$ cat src/rtl/ec_mbx_pkg.sv
package ec_mbx_pkg;
  parameter int BYTE_W = 8;

  localparam logic [BYTE_W-1:0] REG_TRIGGER = 8'h80;
  localparam logic [BYTE_W-1:0] REG_STATUS  = 8'h82;
  localparam logic [BYTE_W-1:0] REG_COMMAND = 8'h83;
  localparam logic [BYTE_W-1:0] KEY_GO      = 8'h96;
  localparam logic [BYTE_W-1:0] CMD_SLEEP   = 8'hB4;
  localparam logic [BYTE_W-1:0] CMD_WAKE    = 8'hB5;
  localparam logic [BYTE_W-1:0] ACK_CODE    = 8'hFA;

  typedef struct packed {
    logic loadIndex;
    logic loadStatus;
    logic loadCmd;
    logic loadTrig;
    logic ackDone;
    logic ackSleep;
  } mbxStrobe_t;
endpackage

$ cat src/rtl/ec_mbx_ctrl.sv
module ec_mbx_ctrl
  import ec_mbx_pkg::*;
#(
  parameter int ACK_LATENCY = 64
) (
  input  logic              clk,
  input  logic              rstN,
  input  logic              portSel,
  input  logic              wrEn,
  input  logic [BYTE_W-1:0] wrData,
  input  logic [BYTE_W-1:0] idxByte,
  input  logic [BYTE_W-1:0] cmdByte,
  output mbxStrobe_t        strobe,
  output logic              busy
);
  localparam int CNT_W = (ACK_LATENCY > 1) ? $clog2(ACK_LATENCY) : 1;

  logic [CNT_W-1:0] waitCnt;
  logic             pendSleep;
  logic             dataWr;
  logic             cmdKnown;
  logic             startReq;

  always_comb begin
    dataWr            = wrEn && portSel;
    cmdKnown          = (cmdByte == CMD_SLEEP) || (cmdByte == CMD_WAKE);
    strobe.loadIndex  = wrEn && !portSel;
    strobe.loadStatus = dataWr && (idxByte == REG_STATUS);
    strobe.loadCmd    = dataWr && (idxByte == REG_COMMAND);
    strobe.loadTrig   = dataWr && (idxByte == REG_TRIGGER);
    strobe.ackDone    = busy && (waitCnt == '0);
    strobe.ackSleep   = pendSleep;
    startReq          = strobe.loadTrig && (wrData == KEY_GO) && !busy && cmdKnown;
  end

  always_ff @(posedge clk) begin
    if (!rstN) begin
      busy      <= 1'b0;
      waitCnt   <= '0;
      pendSleep <= 1'b0;
    end else if (startReq) begin
      busy      <= 1'b1;
      waitCnt   <= CNT_W'(ACK_LATENCY - 1);
      pendSleep <= (cmdByte == CMD_SLEEP);
    end else if (busy) begin
      if (waitCnt == '0) busy <= 1'b0;
      else               waitCnt <= waitCnt - 1'b1;
    end
  end
endmodule

$ cat src/rtl/ec_mbx_datapath.sv
module ec_mbx_datapath
  import ec_mbx_pkg::*;
(
  input  logic              clk,
  input  logic              rstN,
  input  logic              portSel,
  input  logic [BYTE_W-1:0] wrData,
  input  mbxStrobe_t        strobe,
  output logic [BYTE_W-1:0] idxByte,
  output logic [BYTE_W-1:0] cmdByte,
  output logic [BYTE_W-1:0] statusByte,
  output logic [BYTE_W-1:0] rdData,
  output logic              sleepActive
);
  logic [BYTE_W-1:0] trigByte;
  logic [BYTE_W-1:0] regView;

  always_ff @(posedge clk) begin
    if (!rstN) begin
      idxByte     <= '0;
      cmdByte     <= '0;
      trigByte    <= '0;
      statusByte  <= '0;
      sleepActive <= 1'b0;
    end else begin
      if (strobe.loadIndex) idxByte  <= wrData;
      if (strobe.loadCmd)   cmdByte  <= wrData;
      if (strobe.loadTrig)  trigByte <= wrData;
      if (strobe.ackDone) begin
        statusByte  <= ACK_CODE;
        sleepActive <= strobe.ackSleep;
      end else if (strobe.loadStatus) begin
        statusByte <= wrData;
      end
    end
  end

  always_comb begin
    case (idxByte)
      REG_TRIGGER: regView = trigByte;
      REG_STATUS:  regView = statusByte;
      REG_COMMAND: regView = cmdByte;
      default:     regView = '0;
    endcase
    rdData = portSel ? regView : idxByte;
  end
endmodule

$ cat src/rtl/ec_sleep_mailbox.sv
module ec_sleep_mailbox
  import ec_mbx_pkg::*;
#(
  parameter int ACK_LATENCY = 64
) (
  input  logic              clk,
  input  logic              rstN,
  input  logic              portSel,
  input  logic              wrEn,
  input  logic [BYTE_W-1:0] wrData,
  output logic [BYTE_W-1:0] rdData,
  output logic              sleepActive
);
  mbxStrobe_t        strobe;
  logic              busyFlag;
  logic [BYTE_W-1:0] idxByte;
  logic [BYTE_W-1:0] cmdByte;
  logic [BYTE_W-1:0] statusByte;

  ec_mbx_ctrl #(.ACK_LATENCY(ACK_LATENCY)) u_ctrl (
    .clk(clk), .rstN(rstN), .portSel(portSel), .wrEn(wrEn), .wrData(wrData),
    .idxByte(idxByte), .cmdByte(cmdByte), .strobe(strobe), .busy(busyFlag)
  );

  ec_mbx_datapath u_dp (
    .clk(clk), .rstN(rstN), .portSel(portSel), .wrData(wrData), .strobe(strobe),
    .idxByte(idxByte), .cmdByte(cmdByte), .statusByte(statusByte),
    .rdData(rdData), .sleepActive(sleepActive)
  );
endmodule

$ cat config.mk
export PLATFORM = sky130hd
export DESIGN_NAME = ec_sleep_mailbox
export DESIGN_NICKNAME = d
export VERILOG_FILES = /design/src/rtl/ec_mbx_pkg.sv /design/src/rtl/ec_mbx_ctrl.sv /design/src/rtl/ec_mbx_datapath.sv /design/src/rtl/ec_sleep_mailbox.sv
export SDC_FILE = /design/constraint.sdc
export NUM_CORES = 1
export LEC_CHECK = 0
export BUFFER_PORTS_ARGS = -buffer_cell sky130_fd_sc_hd__clkbuf_2
export CAP_MARGIN = 30
export CORE_MARGIN = 2
export CORE_UTILIZATION = 41
export CTS_CLUSTER_SIZE = 10
export DETAILED_ROUTE_END_ITERATION = 10
export GPL_TIMING_DRIVEN = 0
export HOLD_SLACK_MARGIN = 0.05
export PLACE_DENSITY = 0.62
export REMOVE_ABC_BUFFERS = 1
export SLEW_MARGIN = 20
export SYNTH_ARGS = -nofsm -noshare
export SYNTH_HDL_FRONTEND = slang
export SYNTH_SLANG_ARGS = --single-unit
$ cat constraint.sdc
create_clock -name clk -period 2.9 [get_ports clk]
set_clock_uncertainty 0.05 [all_clocks]
set_input_delay 0.29 -clock clk [delete_from_list [all_inputs] [get_ports clk]]
set_output_delay 0.29 -clock clk [all_outputs]
set_load 0.05 [all_outputs]
# ---- Word level (Yosys, flattened, before mapping)
# Index checks and enable logic that the tools add are counted.
# Widths: inputs -> output; s select.
dict set report totals {
  regBits 41
  inputBits 12
  out_inout_bits 9
  wordCells 45
}
dict set report classes {
  addsub 1
  eq_ne 7
  n_mux 10
  bitwise_logic 1
  reduce_logical 17
}
# operator count
set op_table {}
lappend op_table {{$eq 8x8->1 const B} 6}
lappend op_table {{$mux 8} 3}
lappend op_table {{$pmux 8 s3} 1}
lappend op_table {{$mux 6} 3}
lappend op_table {{$logic_and 1x1->1} 9}
lappend op_table {{$logic_not 6->1} 1}
lappend op_table {{$sub 6x1->6 const B} 1}
lappend op_table {{$reduce_bool 2->1} 2}
lappend op_table {{$mux 1} 3}
lappend op_table {{$logic_not 1->1} 2}
lappend op_table {{$ne 2x1->1 const B} 1}
lappend op_table {{$reduce_and 2->1} 1}
lappend op_table {{$reduce_or 2->1} 1}
lappend op_table {{$logic_or 1x1->1} 1}
lappend op_table {{$not 1->1} 1}

# ---- Depth between registers and ports, before layout
# Gate-level depths: netlist (run 1).
dict set report depth {
  depth_word 7
  ltp_mapped 7
}

# ---- Modules after synthesis
# Synthesis (run 1) repeated with hierarchy kept, for this count alone.
dict set report hier_totals {
  hier_cells 212
  hier_area_um2 2168.3
}
# mod n_inst cells_each area_per_inst_um2 seq_area_each_um2
set by_module_without_submodules {}
lappend by_module_without_submodules {ec_mbx_datapath 1 147 1624.1 660.6}
lappend by_module_without_submodules {ec_mbx_ctrl 1 65 544.3 160.2}

# ---- Least setup slack after synthesis (run 1)
# Ideal clock, no wire load.
dict set report synth_path {
  path_type {register to output}
  from {register u_dp.idxByte[2]}
  to {output rdData[0]}
  t_arrival_ps 1829
  t_required_ps 2560
  path_slack_ps 731
  stages_incl_launch_ff 4
  path_buffers 0
  path_cell_list {dfxtp_1 nor4b_4 o211ai_1 o22ai_1}
}
dict set report synth_between {
  elab_chain_cells 3
  elab_cells_between_ends 5
  cone_classes {eq/ne: 3; mux: 2}
}
# element line_no
set synth_lines {}
lappend synth_lines {{start, declared} ec_mbx_datapath.sv:9} ;# output logic [BYTE_W-1:0] idxByte,
lappend synth_lines {{start signal, assigned} ec_mbx_datapath.sv:26} ;# if (strobe.loadIndex) idxByte <= wrData;
lappend synth_lines {{$eq 8x8->1} ec_mbx_datapath.sv:39} ;# case (idxByte)
lappend synth_lines {{$pmux 8 s3 *} ec_mbx_datapath.sv:39}
lappend synth_lines {{$mux 8 *} ec_mbx_datapath.sv:45} ;# rdData = portSel ? regView : idxByte;
lappend synth_lines {{end, declared} ec_sleep_mailbox.sv:11} ;# output logic [BYTE_W-1:0] rdData,
# Mark *: on every way between the ends. The rest lies on a longest branch, timed or not.

# ---- Final worst setup path (run 1)
dict set report layout_path {
  from {register u_dp.idxByte[1]}
  to {output rdData[6]}
}
# The elaborated chain is that of the path after synthesis.

==> results of run 1 <==
stage by stage:
stage	total power, mW	worst slack (ns)
detailed placement	0.669	0.660
global placement	0.669	0.711
CTS	1.04	0.396
global route	1.07	0.229
floorplan	0.633	0.719
finish	1.03	0.408
registers in the layout (all words and copies together) (netlist names):
signal,cells
u_dp.cmdByte,8
u_dp.idxByte,8
u_dp.statusByte,8
u_dp.trigByte,8
u_ctrl.waitCnt,6
u_ctrl.busy,1
u_ctrl.pendSleep,1
u_dp.sleepActive,1
synth_stat cells:
master,instances
nand4_1,2
buf_2,1
nor2_1,15
nor4b_4,1
or3_1,1
o21a_1,7
dfxtp_1,41
o211ai_1,1
mux2i_1,30
nor3_1,7
nand2b_1,2
nor3b_1,15
nor4bb_1,1
mux2_2,1
nand4_2,1
a21boi_0,8
xnor2_1,1
nor4b_1,1
and4bb_2,1
buf_4,2
o22ai_1,8
nand3_2,1
nand2_1,23
clkbuf_1,9
nor2b_1,18
a21oi_1,8
nand3b_1,2
nor4_4,1
o21ai_0,5
and2_1,1
ha_1,1
inv_1,11
o21ai_1,1
nand3_1,1
report_power, final:
group	switching, mW	internal (mW)	total (mW)
Combinational	0.0478	0.0284	0.0762
Clock	0.185	0.189	0.374
Sequential	0.0105	0.569	0.579
cells by family after synthesis:
family | count (synthesis)
buf+inv | 23
simple gates | 94
mux | 31
fa+ha+maj | 1
xor+xnor | 1
flops | 41
compound gates | 38
worst min-delay path: stages:
cell and delay (ns):
clkbuf_2 0.12, nand2_1 0.06, a21boi_0 0.06
cell type report:
class | count | area share [%]
timing repair buffer | 20 | 4.42
sequential | 41 | 36.2
clock buffer | 7 | 3.81
multi-input combinational | 165 | 50.0
tap | 67 | 3.70
inverter | 11 | 1.82
final timing paths:
| path | endpoint | slack [ns] | cells past startpoint |
|---|---|---|---|
| worst max-delay path | rdData[6] | 0.41 | 4 |
| worst min-delay path | u_dp.idxByte[0] | 0.25 | 3 |
| worst max register to register | u_dp.statusByte[7] | 0.65 | 3 |
| worst min register to register | u_ctrl.pendSleep | 0.42 | 2 |
per-layer routing:
layer | vias up | GRT usage (%) | part of all wire, %
met5 | - | 0 | 0
met4 | 0 | 5.36 | 1.5
met3 | 6 | 4.95 | 4.2
met2 | 33 | 27.1 | 42
met1 | 698 | 23.9 | 52
li1 | 823 | - | -
==> metrics, run 1 <==
Seq cells post-synth 41; pin count of the biggest net entering global routing 42; Pwr Density 454 nW/um2; number of global-route vias before repair 1,470; initial antenna violation count 0; Finish-stage setup viols 0; maximum fanout along the worst path 14; placer congestion estimate 0.819; die footprint 5580 um2; n_diodes 0; Adder-Cell Fraction of Synth Area 0.611%; post-synth design cell area 2050 um2; Compound-Gate Fraction of Synth Area 11.7%; area of all placed cells without fillers 2260 um2; crit path from u_dp.idxByte[1]; CTS root buf clkbuf_8; cell taking the most area after synthesis dfxtp_1; main combinational cell family by area after synthesis simple AND/OR/NAND/NOR gates; DIE WIDTH 74.7 um; Hold Vio Cnt, Final 0; multi-input logic area 1130 um2; Tmin final 2.49 ns; max_cap viols 0; Leak Pwr 0.943 nW; setup bufs post-CTS 0; Post-CTS Hold Buffers 0; critical path endpoint category primary output; YS warnings 0; CP max stage delay 0.79 ns; critical path's top delay family flip-flops; Critical R2R Launch u_dp.idxByte[1]; hold_sp wrData[0]; Mean Syn Cell Area 8.94 um2; routed vias 1,560; Filler cells 497; Starting Density 42.8%; Crit Path Category flop to primary output; drt total wl 4330 um; worst rel slew slack 40.4%; Arrival @ worst endpoint 2.15 ns; post-synthesis sequential area ratio 40.1%; RSZ-0062 raised after global routing no; most frequent cells in the layout 41 x dfxtp_1, 30 x mux2i_1, 23 x nand2_1; post-synthesis cell type count 34; Syn Inst Count 229; first-pass GRT wire length 7290 um; via/cell ratio 5.02; critical path's slowest cell dfxtp_1; drt wl/cell 13.9 um; number of routed nets with antenna violations 0; Final TNS setup 0 ns; final non-filler cell total 311; area share of the largest cell type after synthesis 40.1%; Synth area leaders dfxtp_1 40%, mux2i_1 15%, nor2b_1 5.5%; CTS H-tree lvls 2; register area 821 um2; grt ovf 0; Core ar. 4790 um2; number of remaining DRC errors 0; DRT Pass-1 Iters 4; Buffers on Ports 20; simple-gate portion of the synthesized area 27.3%; TritonCTS buffer count 5; Synth Area in XOR/XNOR 0.428%; Critical Path RT 2.56 ns; DIE HEIGHT 74.7 um; commonest non-fill, non-tap cell in the layout dfxtp_1; Post-DP Area 2180 um2; final worst path period share 85.9%; IR drop worst, VDD 0.000214 V; Area Growth Syn to Fin 10.6%; nets 257; HPWL after detailed placement 2990 um; WP buf/inv 1; CP Launch Type flop; Top-Level Pins 21; Overall Global Routing Usage 17.5%; Fin Hold WS 0.250 ns; crit-path cells and2_1 -> a21oi_1 -> o22ai_1 -> clkbuf_2; post-cts repair resize count 0; outcome finished, final reports clean; multiplexer share of the synthesized area 15.2%; Worst Max-Slew Pin Slew 0.891 ns; Clock transition at path regs 0.07 ns; Final Core Density 47.3%; clk_lat worst skew 0.29 ns; CTS max path bufs 2; Placed Cells incl. Taps 304; initial DRC count 69; standard-cell rows 25; Slew Viols, Final 0; clk sinks 41; Max Clk Rate 401 MHz; layout cell share with drive strength beyond 1 13.1%; Hold Crit Class primary input to flop; CTS tree done
Power figures use the tool's default switching activity.
==> run 2: changes to the inputs <==
--- a/config.mk
+++ b/config.mk
@@ -9,6 +9,7 @@
 export CAP_MARGIN = 30
 export CORE_MARGIN = 2
 export CORE_UTILIZATION = 41
+export CTS_BUF_LIST = sky130_fd_sc_hd__clkbuf_4 sky130_fd_sc_hd__clkbuf_8
 export CTS_CLUSTER_SIZE = 10
 export DETAILED_ROUTE_END_ITERATION = 10
 export GPL_TIMING_DRIVEN = 0
==> metrics, run 2 (same netlist as run 1, synthesis figures left out) <==
area of all placed cells without fillers 2270 um2; TritonCTS buffer count 5; placer congestion estimate 0.819; register area 821 um2; DIE WIDTH 74.7 um; Filler cells 495; Area Growth Syn to Fin 10.8%; grt ovf 0; Arrival @ worst endpoint 2.17 ns; Buffers on Ports 20; reg2reg setup slack 0.64 ns; Finish-stage setup viols 0; IR drop worst, VDD 0.000214 V; Placed Cells incl. Taps 304; Fin Hold WS 0.250 ns; Crit Path Category flop to primary output; Max Clk Rate 399 MHz; clk sinks 41; multi-input logic area 1130 um2; Slew Viols, Final 0; Top-Level Pins 21; initial DRC count 87; most frequent cells in the layout 41 x dfxtp_1, 30 x mux2i_1, 23 x nand2_1; Post-CTS Hold Buffers 0; CTS tree done; Tmin final 2.51 ns; number of global-route vias before repair 1,477; layout cell share with drive strength beyond 1 13.5%; die footprint 5580 um2; Overall Global Routing Usage 17.5%; maximum fanout along the worst path 14; final non-filler cell total 311; commonest non-fill, non-tap cell in the layout dfxtp_1; via/cell ratio 5.07; pin count of the biggest net entering global routing 42; DRT Pass-1 Iters 4; setup bufs post-CTS 0; DIE HEIGHT 74.7 um; post-cts repair resize count 0; first-pass GRT wire length 7300 um; initial antenna violation count 0; CP Launch Type flop; Worst Max-Slew Pin Slew 0.892 ns; drt wl/cell 13.9 um; Pwr Density 457 nW/um2; standard-cell rows 25; max_cap viols 0; CTS root buf clkbuf_8; critical path endpoint category primary output; Critical Path RT 2.56 ns; number of routed nets with antenna violations 0; final worst path period share 86.4%; CTS H-tree lvls 2; Clock transition at path regs 0.07 ns; clk_lat worst skew 0.29 ns; Starting Density 42.8%; Leak Pwr 0.946 nW; Core ar. 4790 um2; Hold Crit Class primary input to flop; number of remaining DRC errors 0; Post-DP Area 2180 um2; CTS max path bufs 2; RSZ-0062 raised after global routing no; drt total wl 4340 um; Hold Vio Cnt, Final 0; worst rel slew slack 40.3%; outcome finished, final reports clean; nets 257; n_diodes 0; routed vias 1,577; Final TNS setup 0 ns; HPWL after detailed placement 2990 um
## run 2: worst max-delay path: stages, from the launching register on
cell and delay (ns):
dfxtp_1 0.80, and2_1 0.45, a21oi_1 0.16, o22ai_1 0.15
clkbuf_2 0.31
## run 2: per-layer routing
metal  part of all wire [%]  wire length, um  up-vias  track usage [%]
li1                       -                -      823                -
met1                     52             2250      717             23.8
met2                     43             1850       31             27.2
met3                    4.0              173        6             4.95
met4                    1.5               63        0             5.36
met5                      0                0        -                0
## run 2: power breakdown
| group | internal (mW) | switching (mW) |
|---|---|---|
| clock network | 0.198 | 0.183 |
| registers | 0.569 | 0.0106 |
| logic | 0.0284 | 0.0481 |
## run 2: per-stage QoR
step / total power [mW] / utilization [%] / setup slack (ns)
finish: 1.04 / 47.4 / 0.394
floorplan: 0.633 / - / 0.719
global placement: 0.669 / 45.5 / 0.711
CTS: 1.05 / 47.4 / 0.395
global route: 1.08 / 47.4 / 0.230
detailed placement: 0.669 / 45.5 / 0.660
## run 2: final timing paths
kind | from | end | cells after the start
worst max-delay path | u_dp.idxByte[1] | rdData[6] | 4
worst min-delay path | wrData[0] | u_dp.idxByte[0] | 3
worst max register to register | u_dp.idxByte[1] | u_dp.statusByte[7] | 3
worst min register to register | u_ctrl.pendSleep | u_ctrl.pendSleep | 2
## run 2: layout make-up
| cell class | count | share of cell area (%) |
|---|---|---|
| Multi-Input combinational cell | 165 | 49.9 |
| Sequential cell | 41 | 36.2 |
| Timing Repair Buffer | 20 | 4.41 |
| Clock buffer | 7 | 3.97 |
| Tap cell | 67 | 3.70 |
| Inverter | 11 | 1.82 |
==> run 3: changes to the inputs <==
--- a/config.mk
+++ b/config.mk
@@ -5,16 +5,16 @@
 export SDC_FILE = /design/constraint.sdc
 export NUM_CORES = 1
 export LEC_CHECK = 0
-export BUFFER_PORTS_ARGS = -buffer_cell sky130_fd_sc_hd__clkbuf_2
 export CAP_MARGIN = 30
 export CORE_MARGIN = 2
 export CORE_UTILIZATION = 41
 export CTS_BUF_LIST = sky130_fd_sc_hd__clkbuf_4 sky130_fd_sc_hd__clkbuf_8
 export CTS_CLUSTER_SIZE = 10
 export DETAILED_ROUTE_END_ITERATION = 10
+export DONT_BUFFER_PORTS = 1
 export GPL_TIMING_DRIVEN = 0
 export HOLD_SLACK_MARGIN = 0.05
-export PLACE_DENSITY = 0.62
+export PLACE_DENSITY = 0.58
 export REMOVE_ABC_BUFFERS = 1
 export SLEW_MARGIN = 20
 export SYNTH_ARGS = -nofsm -noshare
==> metrics, run 3 (same netlist as run 1, synthesis figures left out) <==
outcome finished, final reports clean; Area Growth Syn to Fin 9.35%; die footprint 5580 um2; commonest non-fill, non-tap cell in the layout dfxtp_1; Critical Path RT 2.56 ns; Crit Path Category flop to primary output; crit-path cells and2_1 -> a21oi_1 -> o22ai_2; DIE HEIGHT 74.7 um; clk_lat worst skew 0.29 ns; number of global-route vias before repair 1,452; CTS tree done; Finish-stage setup viols 0; Arrival @ worst endpoint 2.24 ns; critical path's slowest cell dfxtp_1; Top-Level Pins 21; drt total wl 4600 um; Clock transition at path regs 0.08 ns; Post-DP Area 2120 um2; critical path endpoint category primary output; maximum fanout along the worst path 14; RSZ-0062 raised after global routing no; pin count of the biggest net entering global routing 42; IR drop worst, VDD 0.000150 V; first-pass GRT wire length 7570 um; register area 821 um2; initial antenna violation count 0; Final Power 1.00 mW; DIE WIDTH 74.7 um; Pwr Density 447 nW/um2; Comb power frac 5.5%; via/cell ratio 5.27; number of remaining DRC errors 0; drt wl/cell 15.3 um; number of routed nets with antenna violations 0; final worst path period share 89.1%; grt ovf 0; Tmin final 2.58 ns; layout cell share with drive strength beyond 1 9.87%; cell internal pwr 0.770 mW; final non-filler cell total 300; standard-cell rows 25; CP max stage delay 0.80 ns; Buffers on Ports 0; Fin Hold WS 0.0714 ns; CTS H-tree lvls 2; n_diodes 0; CP Launch Type flop; most frequent cells in the layout 41 x dfxtp_1, 30 x mux2i_1, 23 x nand2_1; max_cap viols 0; setup bufs post-CTS 0; routed vias 1,581; DRT Pass-1 Iters 4; Starting Density 42.8%; CTS max path bufs 2; multi-input logic area 1140 um2; Final TNS setup 0 ns; Place WS 0.327 ns; worst rel slew slack 51.2%; Core ar. 4790 um2; clk sinks 41; sw frac 23.0%; Filler cells 485; critical path's top delay family flip-flops; nets 245; Seq pwr share 57.9%; Max Clk Rate 387 MHz; HPWL after detailed placement 3070 um; Slew Viols, Final 0; Hold Vio Cnt, Final 0; Clk pwr share 36.6%; TritonCTS buffer count 5; Placed Cells incl. Taps 290; Worst Max-Slew Pin Slew 0.731 ns; placer congestion estimate 0.818; WP buf/inv 0; Final Core Density 46.8%; Leak Pwr 0.903 nW; Hold Crit Class primary input to flop; initial DRC count 121; area of all placed cells without fillers 2240 um2; Final WS setup 0.317 ns; Overall Global Routing Usage 18.4%; P_sw 0.230 mW; CTS root buf clkbuf_8
run 3: cell types whose count changed in the layout (fill, tap and decap cells not counted):
cell | before | now
clkinv_2 | 0 | 2
o22ai_1 | 8 | 6
o22ai_2 | 0 | 2
clkbuf_2 | 20 | 0
dlygate4sd3_1 | 0 | 1
clkbuf_8 | 6 | 5
buf_4 | 0 | 7
run 3: per-layer routing:
layer	up-vias	part of all wire (%)	GRT usage, %	wire, um
li1	801	-	-	-
met1	739	48	25.0	2190
met2	35	46	28.4	2100
met3	6	5.3	5.09	244
met4	0	1.4	5.95	65
met5	-	0	0	0
run 3: path summary, 6_finish.rpt:
| check | start | end | slack, ns | depth (start not counted) |
|---|---|---|---|---|
| max reg2reg | u_dp.idxByte[1] | u_dp.statusByte[3] | 0.69 | 3 |
| min reg2reg | u_ctrl.pendSleep | u_ctrl.pendSleep | 0.41 | 2 |
| max | u_dp.idxByte[1] | rdData[6] | 0.32 | 3 |
| min | rstN | u_ctrl.waitCnt[3] | 0.07 | 1 |
run 3: repair_timing:
action,CTS,global route
hold buffers,0,1
setup endpoints to repair,0,2
gates resized for setup,0,2
endpoints found under the hold margin,0,2
run 3: final cells by class:
cell class / count / area share, %
tap: 67 / 3.74
multi-input combinational: 165 / 51.1
sequential: 41 / 36.6
clock buffer: 6 / 3.41
clock inverter: 2 / 0.447
timing repair buffer: 8 / 2.79
inverter: 11 / 1.84
run 3: power by group through the flow:
stage                     clock network, mW  registers, mW  logic (mW)
after floorplan                           0          0.589      0.0439
after global placement                    0          0.593      0.0487
after detailed placement                  0          0.593      0.0526
after CTS                             0.380          0.579      0.0527
after global routing                  0.411          0.581      0.0588
final                                 0.366          0.580      0.0546
